`src/rtl/hrx_pkg.sv`:
```
package hrx_pkg;

    typedef enum logic [2:0] {
        ST_GOOD  = 3'd0,
        ST_FCS   = 3'd1,
        ST_ABORT = 3'd2,
        ST_SHORT = 3'd3,
        ST_LONG  = 3'd4,
        ST_ALIGN = 3'd5
    } rx_status_e;

    typedef struct packed {
        logic dv;     // destuffed data bit present
        logic db;     // its value
        logic flag;   // flag recognised
        logic abort;  // seventh consecutive one
    } line_ev_t;

    localparam int FCS16_BYTES = 2;
    localparam int FCS32_BYTES = 4;
    localparam logic [15:0] RES16 = 16'hF0B8;
    localparam logic [31:0] RES32 = 32'hDEBB20E3; // bit-reversed 0xC704DD7B
    localparam logic [15:0] POLY16_R = 16'h8408;
    localparam logic [31:0] POLY32_R = 32'hEDB88320;

    function automatic logic [31:0] fcs_step(input logic [31:0] c, input logic b,
                                             input logic m32);
        logic fb;
        logic [15:0] s16;
        logic [31:0] r;
        if (m32) begin
            fb = c[0] ^ b;
            r  = (c >> 1) ^ (fb ? POLY32_R : 32'h0);
        end else begin
            fb  = c[0] ^ b;
            s16 = (c[15:0] >> 1) ^ (fb ? POLY16_R : 16'h0);
            r   = {16'h0, s16};
        end
        return r;
    endfunction

endpackage

```
`src/rtl/hrx_destuff.sv`:
```
module hrx_destuff
    import hrx_pkg::*;
(
    input  logic     clk,
    input  logic     rst,
    input  logic     bit_en,
    input  logic     bit_in,
    output line_ev_t ev
);
    logic [2:0] ones;

    always_ff @(posedge clk) begin
        if (rst) begin
            ones <= 3'd0;
            ev   <= '0;
        end else begin
            ev <= '0;
            if (bit_en) begin
                if (bit_in) begin
                    if (ones != 3'd7) ones <= ones + 3'd1;
                    if (ones == 3'd6) ev.abort <= 1'b1;
                    else if (ones < 3'd5) begin
                        ev.dv <= 1'b1;
                        ev.db <= 1'b1;
                    end
                end else begin
                    ones <= 3'd0;
                    case (ones)
                        3'd6:       ev.flag <= 1'b1;
                        3'd5, 3'd7: ;
                        default: begin
                            ev.dv <= 1'b1;
                            ev.db <= 1'b0;
                        end
                    endcase
                end
            end
        end
    end

    AST_STUFF_DROP: assert property (@(posedge clk) disable iff (rst)
        (bit_en && !bit_in && ones == 3'd5) |=> !ev.dv);
    AST_ONE_EVENT: assert property (@(posedge clk) disable iff (rst)
        $onehot0({ev.dv, ev.flag, ev.abort}));

endmodule

```
`src/rtl/hrx_fcs_check.sv`:
```
module hrx_fcs_check
    import hrx_pkg::*;
(
    input  logic clk,
    input  logic rst,
    input  logic clr,
    input  logic en,
    input  logic din,
    input  logic mode32,
    output logic ok
);
    logic [31:0] crc;

    always_ff @(posedge clk) begin
        if (rst || clr) crc <= '1;
        else if (en)    crc <= fcs_step(crc, din, mode32);
    end

    assign ok = mode32 ? (crc == RES32) : (crc[15:0] == RES16);

endmodule

```
`src/rtl/hrx_framer.sv`:
```
module hrx_framer
    import hrx_pkg::*;
#(
    parameter int LEN_W  = 16,
    parameter int HOLD_D = FCS32_BYTES
) (
    input  logic             clk,
    input  logic             rst,
    input  line_ev_t         ev,
    input  logic             crc32_sel,
    input  logic [LEN_W-1:0] min_len,
    input  logic [LEN_W-1:0] max_len,
    input  logic             fcs_ok,
    output logic             fcs_clr,
    output logic             fcs_en,
    output logic             fcs_bit,
    output logic             mode32,
    output logic             out_valid,
    output logic [7:0]       out_data,
    output logic             out_sof,
    output logic             out_eof,
    output logic [2:0]       out_status
);
    localparam int PIPE_D = 6;
    localparam int HC_W   = $clog2(HOLD_D + 1);

    typedef enum logic {HUNT, ACTIVE} fr_st_e;

    fr_st_e           st;
    logic [PIPE_D-1:0] pipe;
    logic [2:0]       pcnt;
    logic [7:0]       shreg;
    logic [2:0]       bpos;
    logic             any_bits;
    logic             sof_pend;
    logic [LEN_W-1:0] bytecnt;
    logic [HC_W-1:0]  hcnt;
    logic [7:0]       hold [HOLD_D];

    logic             commit;
    logic             byte_done;
    logic [7:0]       new_byte;
    logic [HC_W-1:0]  cap;
    logic [LEN_W-1:0] pay;
    rx_status_e       end_status;

    always_comb begin
        commit    = ev.dv && (st == ACTIVE) && (pcnt == 3'(PIPE_D));
        fcs_en    = commit;
        fcs_bit   = pipe[PIPE_D-1];
        fcs_clr   = ev.flag;
        new_byte  = {pipe[PIPE_D-1], shreg[7:1]};
        byte_done = commit && (bpos == 3'd7);
        cap       = mode32 ? HC_W'(FCS32_BYTES) : HC_W'(FCS16_BYTES);
        pay       = bytecnt - LEN_W'(cap);
        if (bpos != 3'd0)                                   end_status = ST_ALIGN;
        else if (bytecnt < LEN_W'(cap) || pay < min_len)    end_status = ST_SHORT;
        else if (pay > max_len)                             end_status = ST_LONG;
        else if (!fcs_ok)                                   end_status = ST_FCS;
        else                                                end_status = ST_GOOD;
    end

    always_ff @(posedge clk) begin
        if (rst) begin
            st         <= HUNT;
            pipe       <= '0;
            pcnt       <= '0;
            shreg      <= '0;
            bpos       <= '0;
            any_bits   <= 1'b0;
            sof_pend   <= 1'b0;
            bytecnt    <= '0;
            hcnt       <= '0;
            mode32     <= 1'b0;
            out_valid  <= 1'b0;
            out_data   <= '0;
            out_sof    <= 1'b0;
            out_eof    <= 1'b0;
            out_status <= ST_GOOD;
            for (int k = 0; k < HOLD_D; k++) hold[k] <= '0;
        end else begin
            out_valid <= 1'b0;
            out_sof   <= 1'b0;
            out_eof   <= 1'b0;
            if (ev.flag) begin
                if (st == ACTIVE && any_bits) begin
                    out_eof    <= 1'b1;
                    out_status <= end_status;
                end
                st       <= ACTIVE;
                pcnt     <= '0;
                bpos     <= '0;
                any_bits <= 1'b0;
                bytecnt  <= '0;
                hcnt     <= '0;
                sof_pend <= 1'b1;
                mode32   <= crc32_sel;
            end else if (ev.abort) begin
                if (st == ACTIVE && any_bits) begin
                    out_eof    <= 1'b1;
                    out_status <= ST_ABORT;
                end
                st       <= HUNT;
                any_bits <= 1'b0;
            end else if (ev.dv && st == ACTIVE) begin
                pipe <= {pipe[PIPE_D-2:0], ev.db};
                if (pcnt != 3'(PIPE_D)) pcnt <= pcnt + 3'd1;
                if (commit) begin
                    any_bits <= 1'b1;
                    shreg    <= new_byte;
                    bpos     <= bpos + 3'd1;
                    if (byte_done) begin
                        if (bytecnt != '1) bytecnt <= bytecnt + 1'b1;
                        if (hcnt == cap) begin
                            out_valid <= 1'b1;
                            out_data  <= hold[0];
                            out_sof   <= sof_pend;
                            sof_pend  <= 1'b0;
                            for (int k = 0; k < HOLD_D - 1; k++) hold[k] <= hold[k+1];
                            hold[cap - HC_W'(1)] <= new_byte;
                        end else begin
                            hold[hcnt] <= new_byte;
                            hcnt       <= hcnt + 1'b1;
                        end
                    end
                end
            end
        end
    end

    AST_SOF_NEEDS_DATA: assert property (@(posedge clk) disable iff (rst)
        out_sof |-> out_valid);
    AST_EOF_NO_DATA: assert property (@(posedge clk) disable iff (rst)
        out_eof |-> !out_valid);
    AST_HOLD_BOUND: assert property (@(posedge clk) disable iff (rst)
        hcnt <= cap);
    AST_ABORT_TO_HUNT: assert property (@(posedge clk) disable iff (rst)
        (ev.abort && !ev.flag) |=> (st == HUNT));

endmodule

```
`src/rtl/hdlc_rx_frame.sv`:
```
module hdlc_rx_frame
    import hrx_pkg::*;
(
    input  logic        clk,
    input  logic        rst,
    input  logic        bit_en,
    input  logic        bit_in,
    input  logic        crc32_sel,
    input  logic [15:0] min_len,
    input  logic [15:0] max_len,
    output logic        out_valid,
    output logic [7:0]  out_data,
    output logic        out_sof,
    output logic        out_eof,
    output logic [2:0]  out_status
);
    line_ev_t ev;
    logic fcs_clr, fcs_en, fcs_bit, fcs_ok, mode32;

    hrx_destuff u_destuff (
        .clk(clk), .rst(rst), .bit_en(bit_en), .bit_in(bit_in), .ev(ev)
    );

    hrx_fcs_check u_fcs (
        .clk(clk), .rst(rst), .clr(fcs_clr), .en(fcs_en), .din(fcs_bit),
        .mode32(mode32), .ok(fcs_ok)
    );

    hrx_framer #(.LEN_W(16), .HOLD_D(FCS32_BYTES)) u_framer (
        .clk(clk), .rst(rst), .ev(ev), .crc32_sel(crc32_sel),
        .min_len(min_len), .max_len(max_len), .fcs_ok(fcs_ok),
        .fcs_clr(fcs_clr), .fcs_en(fcs_en), .fcs_bit(fcs_bit), .mode32(mode32),
        .out_valid(out_valid), .out_data(out_data), .out_sof(out_sof),
        .out_eof(out_eof), .out_status(out_status)
    );

endmodule

```
`config.mk`:
```
export PLATFORM = sky130hd
export DESIGN_NAME = hdlc_rx_frame
export DESIGN_NICKNAME = d
export VERILOG_FILES = /design/src/rtl/hrx_pkg.sv /design/src/rtl/hrx_destuff.sv /design/src/rtl/hrx_fcs_check.sv /design/src/rtl/hrx_framer.sv /design/src/rtl/hdlc_rx_frame.sv
export SDC_FILE = /design/constraint.sdc
export NUM_CORES = 1
export LEC_CHECK = 0
export BUFFER_PORTS_ARGS = -buffer_cell sky130_fd_sc_hd__clkbuf_2
export CORE_MARGIN = 3
export CORE_UTILIZATION = 35
export CTS_BUF_LIST = sky130_fd_sc_hd__clkbuf_4 sky130_fd_sc_hd__clkbuf_8
export CTS_CLUSTER_SIZE = 40
export DETAILED_ROUTE_END_ITERATION = 8
export PLACE_DENSITY = 0.62
export SLEW_MARGIN = 20
export SYNTH_ARGS = -nofsm -noshare
export SYNTH_HDL_FRONTEND = slang
export SYNTH_SLANG_ARGS = --single-unit
```
`constraint.sdc`:
```
create_clock -name clk -period 4.3 [get_ports clk]
set_input_delay 0.43 -clock clk [delete_from_list [all_inputs] [get_ports clk]]
set_output_delay 0.43 -clock clk [all_outputs]
set_load 0.02 [all_outputs]
```
# ---- After elaboration in Yosys (flattened, before gate mapping)
# Memory sizes are Yosys's and may differ from the RTL's. A register that Yosys moved wholly into a read port is not among the register bits.
# Index checks and enable logic that the tools add are counted.
dict set report word_totals {
  mem_count 1
  ramBits 32
  output_inout_bits 14
  inputBits 37
  wordCells 149
  regBits 88
}
dict set report op_classes {
  n_lt_le_gt_ge 4
  bitwise_logic 14
  n_mux 58
  eq_ne 13
  n_addsub 7
  reduce_logical 32
}
# name depth word_bits rd rd_ports_with_merged_regs wr line
set memory_table {}
lappend memory_table {u_framer.hold 4 8 4 1 4 hrx_framer.sv:38} ;# logic [7:0] hold [HOLD_D];
# operator count
set ops {}
lappend ops {{32-bit 2-to-1 mux} 2}
lappend ops {{8-bit 2-to-1 mux} 5}
lappend ops {{1-bit 2-to-1 mux} 34}
lappend ops {{32-bit == test, second input constant} 1}
lappend ops {{31-bit by 32-bit XOR with 32-bit output} 1}
lappend ops {{3-bit 2-to-1 mux} 10}
lappend ops {{16-bit by 1-bit adder with 16-bit output, second input constant} 1}
lappend ops {{16-bit == test, second input constant} 1}
lappend ops {{16-bit > comparator} 1}
lappend ops {{16-bit < comparator} 1}
lappend ops {{16-bit by 3-bit < comparator with 1-bit output} 1}
lappend ops {{16-bit 2-to-1 mux} 1}
lappend ops {{16-bit != test, second input constant} 1}
lappend ops {{8-bit OR reduction} 2}
lappend ops {{16-bit by 3-bit subtractor with 16-bit output} 1}
lappend ops {{15-bit by 16-bit XOR with 16-bit output} 1}
lappend ops {{3-bit == test, second input constant} 5}
lappend ops {{5-bit AND reduction} 3}
lappend ops {{3-bit by 1-bit adder with 3-bit output, second input constant} 4}
lappend ops {{2-bit 2-to-1 mux} 6}
lappend ops {{3-bit OR reduction} 4}
lappend ops {{2-bit nonzero test} 5}
lappend ops {{3-bit AND reduction} 3}
lappend ops {{1-bit inverter} 8}
lappend ops {{other kinds (15)} 26}

# ---- Depth between registers and ports, before layout
# Gate-level depths: netlist (run 1).
dict set report logic_depth {
  ltp_word 12
  depth_mapped 15
  mapped_depth_nobuf 15
}

# ---- By module
# From an unflattened synthesis (run 1), not the netlist that was laid out.
dict set report hier_totals {
  hier_cells 712
  area_unflattened_um2 6791.5
}
# module seq_area_each_um2 n_inst area_each_um2 cells_each
set modules_own_cells {}
lappend modules_own_cells {hrx_framer 2082.0 1 5062.4 525}
lappend modules_own_cells {hrx_fcs_check 640.6 1 1393.8 154}
lappend modules_own_cells {hrx_destuff 140.1 1 335.3 33}

# ---- Worst setup path before layout (run 1)
# Ideal clock, no wire load.
dict set report synth_timing {
  path_type {register to register}
  from {register u_framer.mode32}
  to {register u_framer.out_status[0]}
  setup_slack_ps 258
  required_time_ps 4180
  period_less_slack_ps 4042
  path_buffers 0
  arrival_time_ps 3923
  setup_time_ps 120
  path_stages_with_launch 16
  path_cell_list {dfxtp_1 > inv_1 > ha_1 > inv_1 > fa_1 > or4_1 > or3_1 > nor4_1 > xor2_1 > ha_1 > nand4_1 > or4_1 > o32ai_1 > a211o_1 > o31ai_1 > o31a_1}
}
dict set report synth_via {
  elab_chain_len 8
  elab_cells_between_ends 13
  classes_between {add/sub (1); order compare (3); mux (8); reduce/logical (1)}
}
# element line
set synth_lines {}
lappend synth_lines {{from (decl)} hrx_framer.sv:17} ;# output logic mode32,
lappend synth_lines {{from (signal assigned)} hrx_framer.sv:97} ;# mode32 <= crc32_sel;
lappend synth_lines {{3-bit 2-to-1 mux} hrx_framer.sv:54} ;# cap = mode32 ? HC_W'(FCS32_BYTES) : HC_W'(FCS16_BYTES);
lappend synth_lines {{16-bit by 3-bit subtractor with 16-bit output} hrx_framer.sv:55} ;# pay = bytecnt - LEN_W'(cap);
lappend synth_lines {{16-bit > comparator / 16-bit < comparator (equally long branches)} {hrx_framer.sv:58, hrx_framer.sv:57}}
lappend synth_lines {{3-bit 2-to-1 mux / 1-bit logical OR (equally long branches)} {hrx_framer.sv:58, hrx_framer.sv:57}}
lappend synth_lines {{3-bit 2-to-1 mux (*)} hrx_framer.sv:57} ;# else if (bytecnt < LEN_W'(cap) || pay < min_len) end_status = ST_SHORT;
lappend synth_lines {{3-bit 2-to-1 mux (*)} hrx_framer.sv:56} ;# if (bpos != 3'd0) end_status = ST_ALIGN;
lappend synth_lines {{3-bit 2-to-1 mux (*)} hrx_framer.sv:86} ;# if (st == ACTIVE && any_bits) begin
lappend synth_lines {{3-bit 2-to-1 mux (*)} hrx_framer.sv:85} ;# if (ev.flag) begin
lappend synth_lines {{to (signal assigned)} hrx_framer.sv:88} ;# out_status <= end_status;
lappend synth_lines {{to (decl)} hrx_framer.sv:22} ;# output logic [2:0] out_status
# Mark *: on every way between the ends. The rest lies on a longest branch, timed or not. The select of a mux whose other input is x is not followed.
# A chain may end at the register's enable or synchronous reset.

# ---- Worst setup path after layout (run 1)
# Ends and elaborated chain as after synthesis.

==> summary.txt, run 1 <==
Status
  – Status: completed

Die
  – FP Rows: 48
  – # IOs: between 50 and 60
  – Die height: 140 µm
  – Core ar.: 17500 µm²
  – Die area: between 15000 and 20000 µm²
  – Initial Util: 0.361
  – Die W: roughly 140 µm

Logic synthesis
  – #FFs+latches synth: ~130
  – Mapped Area: roughly 6300 µm²
  – Top_reg_cell synth: dfxtp_1
  – Synth async-reset ratio: 0
  – Syn Area/Cell: between 9 and 10 µm²
  – Synth area leader: dfxtp_1
  – Ys Warns: 0
  – Syn Nets: approximately 770
  – Post-synth cell types: between 50 and 60
  – Post-synthesis instance total: approximately 690
  – Synth top area share: 0.302
  – Seq/Total Area, Yosys: 0.454
  – EDFF count, synth: 32
  – Synth area leaders: dfxtp_1 30%, edfxtp_1 15%, ha_1 8.5%, nand2_1 5.7%, a22o_1 4.6%

STA
  – Max Fclk: roughly 250 MHz
  – Slew headroom: 0.527
  – Max-slew violation count: 0
  – Final Cycle Share: 0.944
  – Hold Violations, Final: 0
  – RSZ-0062 raised after global routing: no
  – Tightest Pin Transition: 0.708 ns
  – Final setup fails: 0
  – Fin crit period: 4.06 ns
  – Setup tns final: 0 ns
  – Layout Skew: 0.0109 ns

Drt
  – DR pass1 iterations: 5
  – DRC violation count after routing: 0
  – Vias per cell: ~5
  – DR iter-0 viols: ~260
  – Average wire per standard cell: 13.8 µm
  – Final wirelength: about 13 mm
  – Vias: approximately 5000
  – Antenna-violating nets left: 0

Finish
  – Ant diodes: 0
  – Layout cells sized above 1: 0.142
  – Nets: approximately 820
  – Synth-to-layout area growth: 13.8%
  – Final cell count without fillers: between 900 and 1000
  – Commonest cells after routing, fill and taps aside: 95 x nand2_1, 95 x dfxtp_1, 50 x clkbuf_2

Critical path
  – CP Class: reg2reg
  – Worst setup SP type: flip-flop
  – Worst EP arrival: about 4.4 ns
  – WP data required: roughly 4.6 ns
  – CP endpoint kind: flip-flop
  – CP Max Fanout: 4

Power
  – Power Dens Cells: 313 nW/µm²
  – Max rail drop VDD: between 200 and 250 µV
  – Combinational power share: 0.042
  – Net Sw Frac: 0.253
  – Internal power: ~1.7 mW
  – Switching Power: 0.567 mW
  – Clock share of power: 0.407
  – Static leakage: ~3 nW
  – Sequential share of power: 0.552

Job
  – Max-cap violations: 0

CTS
  – CTS tree: yes
  – Clock Path Buffers: 2
  – H-Tree Depth: 4
  – Root Buffer: clkbuf_8
  – Clk slew on worst S/H paths: 0.08 ns
  – Total clock buffers created by CTS: 17
  – Clk sinks: approximately 130
  – Skew-Pair Late Insertion Delay: around 0.45 ns

Hold path
  – Hold Path Class: in2reg

Global routing
  – Largest net degree at the start of global routing: 36
  – Aggregate global routing overflow: 0
  – Global Route Usage Sum: 0.142
  – First-pass GRT wire length: 22.7 mm
  – Vias in the first global route: approximately 4800
  – Antenna violations before repair: 0

Placement
  – Placed Cells: between 900 and 1000
  – Port Buffers: 50
  – Final RePlAce weighted congestion: between 0.7 and 0.8
  – Detailed placer's ending HPWL: ~10 mm
[kinds of logic after synthesis]
| logic type | count (synthesis) | share of synthesized area |
|---|---|---|
| and+or+nand+nor | 254 | 0.195 |
| AOI/OAI and AO/OA | 135 | 0.152 |
| DFF | 127 | 0.454 |
| buffers and inverters | 85 | 0.0526 |
| adders and majority gates | 44 | 0.0885 |
| xor gates and xnor gates | 41 | 0.0569 |
| muxes | 1 | 0.00159 |
[synth_stat cells (5+ instances only)]
cell / n
nand4_1: 15
nand2_1: 95
or3_1: 7
a22o_1: 33
clkbuf_1: 25
dfxtp_1: 95
and2_1: 11
buf_2: 7
o211ai_1: 13
nor3_1: 10
o21ai_0: 15
inv_1: 50
nand3_1: 28
nor2_1: 50
a221o_1: 9
edfxtp_1: 32
xor2_1: 25
nor4_1: 6
ha_1: 43
a31oi_1: 5
a21oi_1: 36
nand2b_1: 6
xnor2_1: 16
or4_1: 5
[routing by layer]
metal,vias up,wire [µm],global-route usage
met3,10,646,0.0457
met2,78,6320,0.233
met1,2257,6280,0.180
met4,0,131,0.0367
met5,-,0,0
li1,2521,-,-
[path summary, 6_finish.rpt]
check	startpoint	end	slack [ns]	cells after the start
worst min-delay path	bit_in	u_destuff.ev[1]	0.24	2
worst max-delay path	u_framer.mode32	u_framer.out_status[0]	0.24	15
worst min register to register	u_destuff.ev[2]	u_framer.pipe[0]	0.44	2
worst max register to register	u_framer.mode32	u_framer.out_status[0]	0.24	15
[area by class of cell]
type | instances | area, µm²
Clock buffer | 17 | 234
Clock inverter | 15 | 114
Fill cell | 1749 | 10300
Inverter | 50 | 188
Multi-Input combinational cell | 475 | 3150
Sequential cell | 127 | 2860
Tap cell | 225 | 282
Timing Repair Buffer | 63 | 348
[through the flow]
stage          setup slack [ns]  area, µm²  utilization  total power, mW  hold slack, ns
2_1_floorplan             0.258       6310            -             1.32           0.417
3_3_place_gp              0.166       6790        0.388             1.35           0.423
3_5_place_dp             0.0659       6790        0.388             1.36           0.438
4_1_cts                  0.0287       7130        0.408             2.27           0.205
5_1_grt                  0.0316       7170        0.410             2.34           0.211
6_report                  0.243       7170        0.410             2.24           0.241
[state kept, by name, summed over array words and instances (netlist names), 4 cells and up]
| name | count |
|---|---|
| u_framer.bytecnt | 16 |
| u_framer.out_data | 8 |
| u_framer.pipe | 6 |
| u_framer.hold | 32 |
| u_fcs.crc | 32 |
| u_framer.shreg | 7 |
| u_destuff.ev | 4 |
[repair_timing]
action,CTS,global route
buffers inserted,0,1
gates resized for setup,0,5
endpoints found under the setup margin,0,3
hold buffers,0,0
[power by group through the flow]
stage / Combinational [mW] / Sequential [mW] / Clock (mW)
finish: 0.0932 / 1.24 / 0.912
global route: 0.107 / 1.24 / 0.996
CTS: 0.0940 / 1.24 / 0.941
detailed placement: 0.0934 / 1.26 / 0
global placement: 0.0912 / 1.26 / 0
floorplan: 0.0573 / 1.26 / 0
[critical path: stages, from the launching register on]
cell and delay (ns):
dfxtp_1 0.33, inv_2 0.09, ha_1 0.14, inv_1 0.06, fa_1 0.42, or4_1 0.44
or3_4 0.43, nor3b_2 0.19, xnor2_1 0.11, ha_1 0.30, nand4_1 0.12, or4_1 0.52
o32ai_1 0.23, a211o_1 0.15, o31ai_1 0.11, o31a_1 0.31
Power figures use the tool's default switching activity.
==> inputs of run 2 (changes only) <==
--- a/config.mk
+++ b/config.mk
@@ -11,7 +11,7 @@
 export CTS_BUF_LIST = sky130_fd_sc_hd__clkbuf_4 sky130_fd_sc_hd__clkbuf_8
 export CTS_CLUSTER_SIZE = 40
 export DETAILED_ROUTE_END_ITERATION = 8
-export PLACE_DENSITY = 0.62
+export PLACE_DENSITY = 0.6
 export SLEW_MARGIN = 20
 export SYNTH_ARGS = -nofsm -noshare
 export SYNTH_HDL_FRONTEND = slang
==> constraint.sdc (replaced) <==
create_clock -name clk -period 3.8 [get_ports clk]
set_input_delay 0.38 -clock clk [delete_from_list [all_inputs] [get_ports clk]]
set_output_delay 0.38 -clock clk [all_outputs]
set_load 0.02 [all_outputs]
==> run 2 against run 1 <==
  * Wire length grew 0.28%
  * Register-to-register slack worse by 0.30 ns
  * The run now ends with setup timing left
  * Clock-buffer cell count is 1 higher
  * Combinational power grew 16%
  * First-iteration DRC count did not move
  * Design area up 2.5%
  * Critical path depth is 1 higher
  * Highest routed layer unchanged
  * Utilization rose by 1.0 points
==> summary.txt, run 2 (synthesis results as in run 1) <==
CTS
  – CTS tree: yes
  – H-Tree Depth: 4 (unchanged)
  – Total clock buffers created by CTS: 17 (unchanged)
  – Root Buffer: clkbuf_8
  – Clock Path Buffers: 2 (unchanged)
  – Clk sinks: 127 (unchanged)
  – Clk slew on worst S/H paths: 0.07 ns (about the same)
  – Skew-Pair Late Insertion Delay: 0.44 ns (about the same)

Die
  – Die area: 19700 µm² (unchanged)
  – # IOs: 51 (unchanged)
  – Die height: 140 µm (unchanged)
  – Die W: 140 µm (unchanged)
  – Core ar.: 17500 µm² (unchanged)
  – Initial Util: 0.361 (unchanged)
  – FP Rows: 48 (unchanged)

Finish
  – Nets: 824 (+1.1%)
  – Ant diodes: 0 (unchanged)
  – Synth-to-layout area growth: 16.6%
  – Most common library cell in the layout ignoring fill and taps: nand2_1
  – Filler cells: 1703 (-2.6%)
  – Layout cells sized above 1: 0.165 (+0.0234)
  – Largest registers: u_fcs.crc (32), u_framer.hold (32), u_framer.bytecnt (16)
  – Commonest cells after routing, fill and taps aside: 95 x nand2_1, 94 x dfxtp_1, 50 x clkbuf_2
  – Final cell count without fillers: 981 (+0.93%)

Placement
  – Port Buffers: 50 (unchanged)
  – Detailed placer's ending HPWL: 9.87 mm (+0.90%)
  – Final RePlAce weighted congestion: 0.798 (+2.2%)
  – Placed Cells: 948 (+0.96%)

Drt
  – Antenna-violating nets left: 0 (unchanged)
  – Vias: 4907 (+0.84%)
  – Average wire per standard cell: 13.7 µm (-0.64%)
  – DRC violation count after routing: 0 (unchanged)
  – Final wirelength: 13.4 mm (+0.28%)
  – DR pass1 iterations: 4 (-1)
  – DR iter-0 viols: 258 (unchanged)
  – Vias per cell: 5.00 (about the same)

STA
  – Hold Violations, Final: 0 (unchanged)
  – Fin crit period: 3.86 ns (-0.201 ns)
  – Max Fclk: 259 MHz (+5.2%)
  – Setup tns final: -0.0561 ns (-0.0561 ns)
  – Final Cycle Share: 1.01 (+0.0712)
  – Max-slew violation count: 0 (unchanged)
  – RSZ-0062 raised after global routing: yes
  – Layout Skew: 0.00986 ns (-0.00104 ns)
  – Final setup fails: 1 (+1)
  – Slew headroom: 0.526 (-0.000927)
  – Smallest setup slack after layout: -0.0561 ns (-0.299 ns)
  – Tightest Pin Transition: 0.693 ns (-0.0147 ns)
  – Final Hold Slack: 0.182 ns (-0.0591 ns)

Critical path
  – CP endpoint kind: flip-flop
  – Family with the most delay on the worst path: simple AND/OR/NAND/NOR gates
  – CP Max Fanout: 4 (unchanged)
  – Reg2Reg Depth: 16 (+1)
  – CP Class: reg2reg
  – Critical R2R Capture: u_framer.out_status[0]
  – Worst setup SP type: flip-flop
  – Critical path's slowest cell: or4_4
  – WP data required: 4.13 ns (-0.51 ns)
  – Sequence of cells on the critical path: inv_2 -> ha_1 -> inv_2 -> fa_2 -> or4_4 -> or3_4 -> nor4_4 -> xor2_2 -> buf_4 -> ha_4 -> nand4_1 -> or3_1 -> a21o_1 -> a31oi_1 -> a31oi_1 -> o31a_1
  – Crit-path max cell delay: 0.43 ns (-0.09 ns)
  – Worst EP arrival: 4.19 ns (-0.21 ns)
  – R2R Setup Slk: -0.06 ns (-0.30 ns)
  – Worst r2r src: u_framer.mode32
  – CP bufs+invs: 3 (+1)

Global routing
  – Aggregate global routing overflow: 0 (unchanged)
  – Global Route Usage Sum: 0.144 (+0.00225)
  – First-pass GRT wire length: 23.3 mm (+2.5%)
  – Antenna violations before repair: 0 (unchanged)
  – Vias in the first global route: 4907 (+2.6%)
  – Largest net degree at the start of global routing: 36 (unchanged)

Power
  – Max rail drop VDD: 254 µV (+9.1%)
  – Static leakage: 3.06 nW (+2.4%)
  – Total power: 2.71 mW (+21%)
  – Power Dens Cells: 368 nW/µm² (+18%)

Hold path
  – Hold endpoint: u_destuff.ev[1]
  – Hold Path Class: in2reg
  – Hold-critical path depth: 2 (unchanged)
  – Worst hold start: bit_in

Job
  – Max-cap violations: 0 (unchanged)

Status
  – Status: finished with violations
  – Failing checks: setup timing
[run 2: stage by stage]
step                setup WS (ns)   util  area, µm²
floorplan                 0.00780      -       6340
global placement          -0.0454  0.394       6890
detailed placement         -0.127  0.394       6890
CTS                        -0.102  0.419       7330
global route               -0.259  0.421       7360
finish                    -0.0561  0.421       7360
[run 2: worst max path at each step]
stage | from | to | slack (ns) | cells past startpoint
detailed placement | u_framer.mode32 | u_framer.out_status[0] | -0.13 | 15
global route | u_framer.mode32 | u_framer.out_status[0] | -0.26 | 16
floorplan | u_framer.mode32 | u_framer.out_status[0] | 0.008 | 15
finish | u_framer.mode32 | u_framer.out_status[0] | -0.06 | 16
global placement | u_framer.mode32 | u_framer.out_status[0] | -0.05 | 15
CTS | u_framer.mode32 | u_framer.out_status[0] | -0.10 | 15
[run 2: where the power goes]
part | switching, mW | internal [mW] | total (mW)
Combinational | 0.0644 | 0.0440 | 0.108
Sequential | 0.00421 | 1.40 | 1.40
Clock | 0.545 | 0.654 | 1.20
[run 2: metal layers]
layer | share of wire | vias up | track usage
met5 | 0 | - | 0
met4 | 0.0072 | 0 | 0.0367
met3 | 0.042 | 8 | 0.0461
met2 | 0.46 | 63 | 0.224
met1 | 0.49 | 2293 | 0.194
li1 | - | 2543 | -
[run 2: area by class of cell]
class / count / area [µm²] / share of cell area
multi-input cells: 475 / 3200 / 0.435
flip-flops and latches: 127 / 2860 / 0.389
clock buffers: 18 / 241 / 0.0328
repair buffers: 72 / 415 / 0.0565
inverters: 50 / 188 / 0.0255
clock inverters: 14 / 165 / 0.0225
well taps: 225 / 282 / 0.0383
[run 2: timing repair]
action | in CTS | in global routing
cloned | 0 | 0
endpoints found under the setup margin | 2 | 3
resized for setup | 5 | 5
hold buffers | 0 | 0
buffers inserted | 0 | 1
pin swaps | 10 | 11
[run 2: worst reg2reg max path, cell delays in order, from the launching register on]
cell and delay, ns:
dfxtp_2 0.32, inv_2 0.06, ha_1 0.16, inv_2 0.05, fa_2 0.37, or4_4 0.43
or3_4 0.38, nor4_4 0.26, xor2_2 0.12, buf_4 0.16, ha_4 0.26, nand4_1 0.09
or3_1 0.35, a21o_1 0.17, a31oi_1 0.21, a31oi_1 0.07, o31a_1 0.30
